### config.mk
export PLATFORM = sky130hd
export DESIGN_NAME = lsf_frame_seq
export DESIGN_NICKNAME = d
export VERILOG_FILES = /design/src/rtl/lsf_pkg.sv /design/src/rtl/lsf_pick.sv /design/src/rtl/lsf_sp_adj.sv /design/src/rtl/lsf_frame_seq.sv
export SDC_FILE = /design/constraint.sdc
export NUM_CORES = 1
export LEC_CHECK = 0
export BUFFER_PORTS_ARGS = -buffer_cell sky130_fd_sc_hd__buf_2
export CAP_MARGIN = 20
export CORE_UTILIZATION = 50
export DETAILED_ROUTE_END_ITERATION = 8
export PLACE_DENSITY = 0.92
export SLEW_MARGIN = 20
export SYNTH_ARGS = -nofsm -noshare
export SYNTH_HDL_FRONTEND = slang
export SYNTH_SLANG_ARGS = --single-unit
### constraint.sdc
create_clock -name clk -period 4.64 [get_ports clk]
set_input_delay 0.928 -clock clk [delete_from_list [all_inputs] [get_ports clk]]
set_output_delay 0.928 -clock clk [all_outputs]
set_load 0.01 [all_outputs]
### src/rtl/lsf_pkg.sv
`timescale 1ns/1ps
package lsf_pkg;
    typedef enum logic [2:0] {
        ST_IDLE    = 3'd0,
        ST_PUSH    = 3'd1,
        ST_ALLOC   = 3'd2,
        ST_RELEASE = 3'd3,
        ST_POP     = 3'd4,
        ST_DONE    = 3'd5
    } lsf_state_e;

    localparam logic OP_BUILD    = 1'b0;
    localparam logic OP_TEARDOWN = 1'b1;
endpackage

### src/rtl/lsf_pick.sv
`timescale 1ns/1ps
// Priority picker over a selection vector; HIGH selects the variant.
module lsf_pick #(
    parameter int N    = 12,
    parameter bit HIGH = 1'b0,
    localparam int IW  = (N > 1) ? $clog2(N) : 1
) (
    input  logic [N-1:0]  vec_i,
    output logic          any_o,
    output logic [IW-1:0] idx_o
);
    assign any_o = |vec_i;

    generate
        if (HIGH) begin : g_high
            always_comb begin
                idx_o = '0;
                for (int i = 0; i < N; i++) begin
                    if (vec_i[i]) idx_o = IW'(i);
                end
            end
        end else begin : g_low
            always_comb begin
                idx_o = '0;
                for (int i = N - 1; i >= 0; i--) begin
                    if (vec_i[i]) idx_o = IW'(i);
                end
            end
        end
    endgenerate
endmodule

### src/rtl/lsf_sp_adj.sv
`timescale 1ns/1ps
// Stack pointer adjust by a word count: raise or lower.
module lsf_sp_adj #(
    parameter int AW    = 32,
    parameter int IMMW  = 5,
    parameter int WBYTE = 4
) (
    input  logic [AW-1:0]   sp_i,
    input  logic [IMMW-1:0] words_i,
    input  logic            raise_i,
    output logic [AW-1:0]   sp_o
);
    logic [AW-1:0] bytes;
    assign bytes = AW'(words_i) * AW'(WBYTE);
    assign sp_o  = raise_i ? (sp_i + bytes) : (sp_i - bytes);
endmodule

### src/rtl/lsf_frame_seq.sv
`timescale 1ns/1ps
module lsf_frame_seq #(
    parameter int AW       = 32,
    parameter int DW       = 32,
    parameter int NREG     = 12,
    parameter int BASE_REG = 20,
    parameter int IMMW     = 5,
    parameter int RIDXW    = 5
) (
    input  logic             clk,
    input  logic             rst_n,
    input  logic             start_i,
    input  logic             op_i,
    input  logic [NREG-1:0]  mask_i,
    input  logic [IMMW-1:0]  imm_i,
    input  logic [RIDXW-1:0] jreg_i,
    input  logic [AW-1:0]    sp_i,
    output logic [AW-1:0]    sp_o,
    output logic [AW-1:0]    mem_addr_o,
    output logic [DW-1:0]    mem_wdata_o,
    output logic             mem_we_o,
    output logic             mem_re_o,
    input  logic [DW-1:0]    mem_rdata_i,
    output logic [RIDXW-1:0] rf_raddr_o,
    input  logic [DW-1:0]    rf_rdata_i,
    output logic             rf_we_o,
    output logic [RIDXW-1:0] rf_waddr_o,
    output logic [DW-1:0]    rf_wdata_o,
    output logic             done_o,
    output logic             jump_valid_o,
    output logic [AW-1:0]    jump_addr_o
);
    import lsf_pkg::*;

    localparam int IW    = (NREG > 1) ? $clog2(NREG) : 1;
    localparam int WBYTE = DW / 8;

    typedef struct packed {
        lsf_state_e       st;
        logic             op;
        logic [AW-1:0]    sp;
        logic [NREG-1:0]  rem;
        logic [IMMW-1:0]  imm;
        logic [RIDXW-1:0] jreg;
        logic             pend;
        logic [IW-1:0]    pend_idx;
    } seq_t;

    seq_t cur_q, nxt_d;

    // Build walks low index first, tear-down walks high index first.
    logic          lo_any, hi_any;
    logic [IW-1:0] lo_idx, hi_idx;

    lsf_pick #(.N(NREG), .HIGH(1'b0)) u_pick_lo (
        .vec_i (cur_q.rem),
        .any_o (lo_any),
        .idx_o (lo_idx)
    );

    lsf_pick #(.N(NREG), .HIGH(1'b1)) u_pick_hi (
        .vec_i (cur_q.rem),
        .any_o (hi_any),
        .idx_o (hi_idx)
    );

    logic [AW-1:0] sp_frame;

    lsf_sp_adj #(.AW(AW), .IMMW(IMMW), .WBYTE(WBYTE)) u_frame_adj (
        .sp_i    (cur_q.sp),
        .words_i (cur_q.imm),
        .raise_i (cur_q.st == ST_RELEASE),
        .sp_o    (sp_frame)
    );

    logic [AW-1:0] sp_dn, sp_up;
    assign sp_dn = cur_q.sp - AW'(WBYTE);
    assign sp_up = cur_q.sp + AW'(WBYTE);

    always_comb begin
        nxt_d        = cur_q;
        mem_addr_o   = '0;
        mem_wdata_o  = '0;
        mem_we_o     = 1'b0;
        mem_re_o     = 1'b0;
        rf_raddr_o   = '0;
        rf_we_o      = 1'b0;
        rf_waddr_o   = '0;
        rf_wdata_o   = '0;
        done_o       = 1'b0;
        jump_valid_o = 1'b0;
        jump_addr_o  = '0;

        unique case (cur_q.st)
            ST_IDLE: begin
                nxt_d.pend = 1'b0;
                if (start_i) begin
                    nxt_d.op   = op_i;
                    nxt_d.sp   = sp_i;
                    nxt_d.rem  = mask_i;
                    nxt_d.imm  = imm_i;
                    nxt_d.jreg = jreg_i;
                    if (op_i == OP_TEARDOWN) begin
                        nxt_d.st = ST_RELEASE;
                    end else if (|mask_i) begin
                        nxt_d.st = ST_PUSH;
                    end else begin
                        nxt_d.st = ST_ALLOC;
                    end
                end
            end

            ST_PUSH: begin
                rf_raddr_o  = RIDXW'(BASE_REG) + RIDXW'(lo_idx);
                mem_addr_o  = sp_dn;
                mem_wdata_o = rf_rdata_i;
                mem_we_o    = lo_any;
                if (lo_any) begin
                    nxt_d.sp          = sp_dn;
                    nxt_d.rem[lo_idx] = 1'b0;
                end
                if (!lo_any || ((cur_q.rem & ~(NREG'(1) << lo_idx)) == '0)) begin
                    nxt_d.st = ST_ALLOC;
                end
            end

            ST_ALLOC: begin
                nxt_d.sp = sp_frame;
                nxt_d.st = ST_DONE;
            end

            ST_RELEASE: begin
                nxt_d.sp = sp_frame;
                nxt_d.st = (|cur_q.rem) ? ST_POP : ST_DONE;
            end

            ST_POP: begin
                // write back the word requested last cycle
                if (cur_q.pend) begin
                    rf_we_o    = 1'b1;
                    rf_waddr_o = RIDXW'(BASE_REG) + RIDXW'(cur_q.pend_idx);
                    rf_wdata_o = mem_rdata_i;
                end
                // and request the next word in the same cycle
                if (hi_any) begin
                    mem_addr_o        = cur_q.sp;
                    mem_re_o          = 1'b1;
                    nxt_d.sp          = sp_up;
                    nxt_d.rem[hi_idx] = 1'b0;
                    nxt_d.pend        = 1'b1;
                    nxt_d.pend_idx    = hi_idx;
                end else begin
                    nxt_d.pend = 1'b0;
                    nxt_d.st   = ST_DONE;
                end
            end

            ST_DONE: begin
                done_o = 1'b1;
                if (cur_q.op == OP_TEARDOWN && cur_q.jreg != '0) begin
                    rf_raddr_o   = cur_q.jreg;
                    jump_valid_o = 1'b1;
                    jump_addr_o  = AW'(rf_rdata_i);
                end
                nxt_d.st = ST_IDLE;
            end

            default: nxt_d.st = ST_IDLE;
        endcase
    end

    always_ff @(posedge clk or negedge rst_n) begin
        if (!rst_n) begin
            cur_q <= '{st: ST_IDLE, op: 1'b0, sp: '0, rem: '0, imm: '0,
                       jreg: '0, pend: 1'b0, pend_idx: '0};
        end else begin
            cur_q <= nxt_d;
        end
    end

    assign sp_o = cur_q.sp;
endmodule

==> key figures <==
Clocking
  • Hold-fix buffers at CTS: 0
  • Htree depth: 3
  • CTS root buf: clkbuf_16
  • CTS max path bufs: 2
  • TritonCTS clock tree: done
  • Post-CTS Setup Repair Bufs: 0
  • Clock tree sinks: 63
  • Worst-path clk slew: 0.06 ns
  • Post-CTS resize count: 0
  • Num CTS Buffers: 9
  • Worst skew pair latency: 0.35 ns

Hold path
  • Count of cells along the worst hold path: 2
  • Hold Path End: cur_q[1]
  • Worst Hold Class: flip-flop to flip-flop
  • Min-delay src: cur_q[1]

Die
  • Die width: 121 microns
  • Core Area: 13900 sq um
  • Row count: 43
  • Starting density of the core: 51.1%
  • Die area: 14700 sq um
  • Die outline height: 121 microns
  • Io pins: 297

Synthesis
  • Distinct cell type count after synthesis: 65
  • Cell count after synthesis: 972
  • Post-Synth XOR/XNOR Area: 3.71%
  • Simple-gate share of the synthesized area: 30.1%
  • Syn Area/Cell: 7.30 sq um
  • Yosys warning count: 0
  • Post-synth top area share: 22.2%
  • Largest family of logic cells by synthesized area: simple AND/OR/NAND/NOR gates
  • Predominant post-synthesis flop cell: dfrtp_1
  • Post-synthesis sequential area ratio: 22.2%
  • Synth top area cells: dfrtp_1 (22%), and2_1 (6.7%), o21ai_0 (6.6%)
  • Post-synthesis mux area share: 1.59%
  • Adder-cell share of the synthesized area: 6.81%
  • Synth area leader: dfrtp_1
  • Post-synth EDFFs: 0
  • Share of synthesized registers carrying an async set or reset: 100%
  • Post-synthesis cell area: 7090 sq um
  • Syn Nets: 1132
  • Compound-gate portion of the synthesized area: 27.6%
  • Synth Register Bits: 63

Routing
  • DR WL/cell: 17.7 microns
  • Via Count: 8465
  • Antenna violation net count after detailed routing: 0
  • Initial drt markers: 711
  • Drt drc: 0
  • TritonRoute pass-1 iters: 9
  • Final WL: 24.6 mm
  • Vias per cell: 6.11

Finish
  • Layout Cells excl Fill: 1386
  • Antenna Cells: 0
  • Layout cells sized above 1: 30.2%
  • Most frequent cells in the layout: buf_2 (295), nor2_1 (99), o21ai_0 (94)
  • Most common cell after layout, fill and taps aside: buf_2
  • Layout net count: 1361
  • Area growth syn-to-layout: 24.6%

Setup path
  • Crit. End Element: primary output
  • Buf+Inv Stages, Crit Path: 2
  • Crit start category: flip-flop
  • Slowest cell on the critical path: or3_1
  • R2r setup slk: 0.56 ns
  • CP Cell Sequence: inv_1 > ha_1 > nor3b_2 > nand2_1 > or3_1 > nor2_4 > nand2_1 > o41ai_1 > buf_2
  • Crit path top cell by count: nand2_1
  • Worst-path fanout max: 7
  • R2R Path Start: cur_q[61]
  • Delay-heaviest family, CP: simple AND/OR/NAND/NOR gates
  • RR Endpoint: sp_o[31]
  • Worst Reg-to-Reg Cells: 14
  • WP data required: 3.71 ns
  • CP arrival: 3.27 ns
  • Max incr delay on CP: 0.53 ns
  • Kind of critical path: flip-flop to primary output

Status
  • Outcome: finished, final reports clean

STA
  • Final Max Slew Viols: 0
  • Final period util: 90.6%
  • RSZ-0062 raised after global routing: false
  • Final Skew: 0.00654 ns
  • Max-slew headroom at the worst pin: 43.0%
  • Least-Margin Pin Slew: 0.855 ns
  • TNS Setup: 0 ns
  • Final Hold Fails: 0
  • Period minus WS final: 4.20 ns
  • # setup viols final: 0
  • Highest Clock Rate: 238 MHz

Global routing
  • Number of global-route vias before repair: 7295
  • All-Layer GR Usage: 32.5%
  • Global-route wire length before repair: 37.5 mm
  • Initial antenna violation count: 1
  • Largest net degree at the start of global routing: 52
  • Grt total ovfl: 0

Placed design
  • Port Buffer Count: 296
  • Placed Cells: 1370
  • Detailed Place HPWL: 18.6 mm
  • Gpl congestion: 1.00

Power
  • Static leakage: 4.56 nW
  • Total power: 8.46 mW
  • VDD IR max: 0.000515 V
  • Power per cell area: 958 nW/um^2

Run
  • Max cap viols: 0
==> cell type report <==
cell class,count,area (sq um)
fill,1248,5050
sequential,63,1580
clock buffer,9,225
tap,180,225
clock inverter,7,145
timing repair buffer,312,1600
multi-input combinational,794,4980
inverter,21,78.8
==> cell usage after synthesis, types with 16 or more instances <==
cell and n:
a21oi_1 72, and2_1 76, and3_1 37, buf_4 34, clkbuf_1 56, dfrtp_1 63
ha_1 37, inv_1 19, nand2_1 83, nand2b_1 16, nor2_1 99, nor3_1 22
o21ai_0 94, o21ai_1 17, xor2_1 19
==> per-layer routing <==
metal  share of wire [%]  vias to the layer above  wire (microns)  track usage (%)
met5               0.049                        -              12                0
met4                 1.8                        2             448             9.49
met3                 9.8                       38            2410             6.16
met2                  47                      520           11500             52.1
met1                  41                     3938           10200             44.3
li1                    -                     3967               -                -
==> registers in the layout (all words and copies together), names as in the netlist <==
| register | flops |
|---|---|
| cur_q | 31 |
| sp_o | 32 |
==> power by group <==
part           leakage (nW)  total (mW)  switching [mW]  internal (mW)
sequential            0.782        1.34           0.519          0.823
clock                 0.176       0.854           0.273          0.581
combinational          3.60        6.26            3.79           2.48
==> metrics by stage <==
step           util [%]  hold WS [ns]  instance area [sq um]  setup WS, ns
4_1_cts            63.6         0.483                   8830         0.509
2_1_floorplan         -         0.442                   7090          1.19
5_1_grt            63.6         0.515                   8830         0.273
3_3_place_gp       60.9         0.459                   8450         0.830
3_5_place_dp       60.9         0.470                   8460         0.609
6_report           63.6         0.480                   8830         0.438
==> cell families (layout without fill, tap and decap cells) <==
family                   count (synthesis)  count (layout)
AND/OR/NAND/NOR                        404             404
AO/OA/AOI/OAI                          312             312
buffers and inverters                  115             349
flip-flops                              63              63
adder cells (fa/ha/maj)                 38              38
XOR/XNOR                                30              30
multiplexers                            10              10
==> tightest hold or removal path: cells and delay by family, from the launching register on <==
family             cells  cell delay [ns]
AOI/OAI and AO/OA      1             0.06
DFF                    1             0.34
and+or+nand+nor        1             0.05
==> worst max-delay path by stage <==
stage	start	to	cells past startpoint
3_5_place_dp	cur_q[61]	sp_o[31]	14
3_3_place_gp	cur_q[61]	sp_o[31]	14
4_1_cts	sp_o[3]	mem_addr_o[28]	9
2_1_floorplan	cur_q[62]	sp_o[31]	16
5_1_grt	sp_o[2]	mem_addr_o[28]	9
6_report	sp_o[3]	mem_addr_o[28]	9
Power figures use the tool's default switching activity.
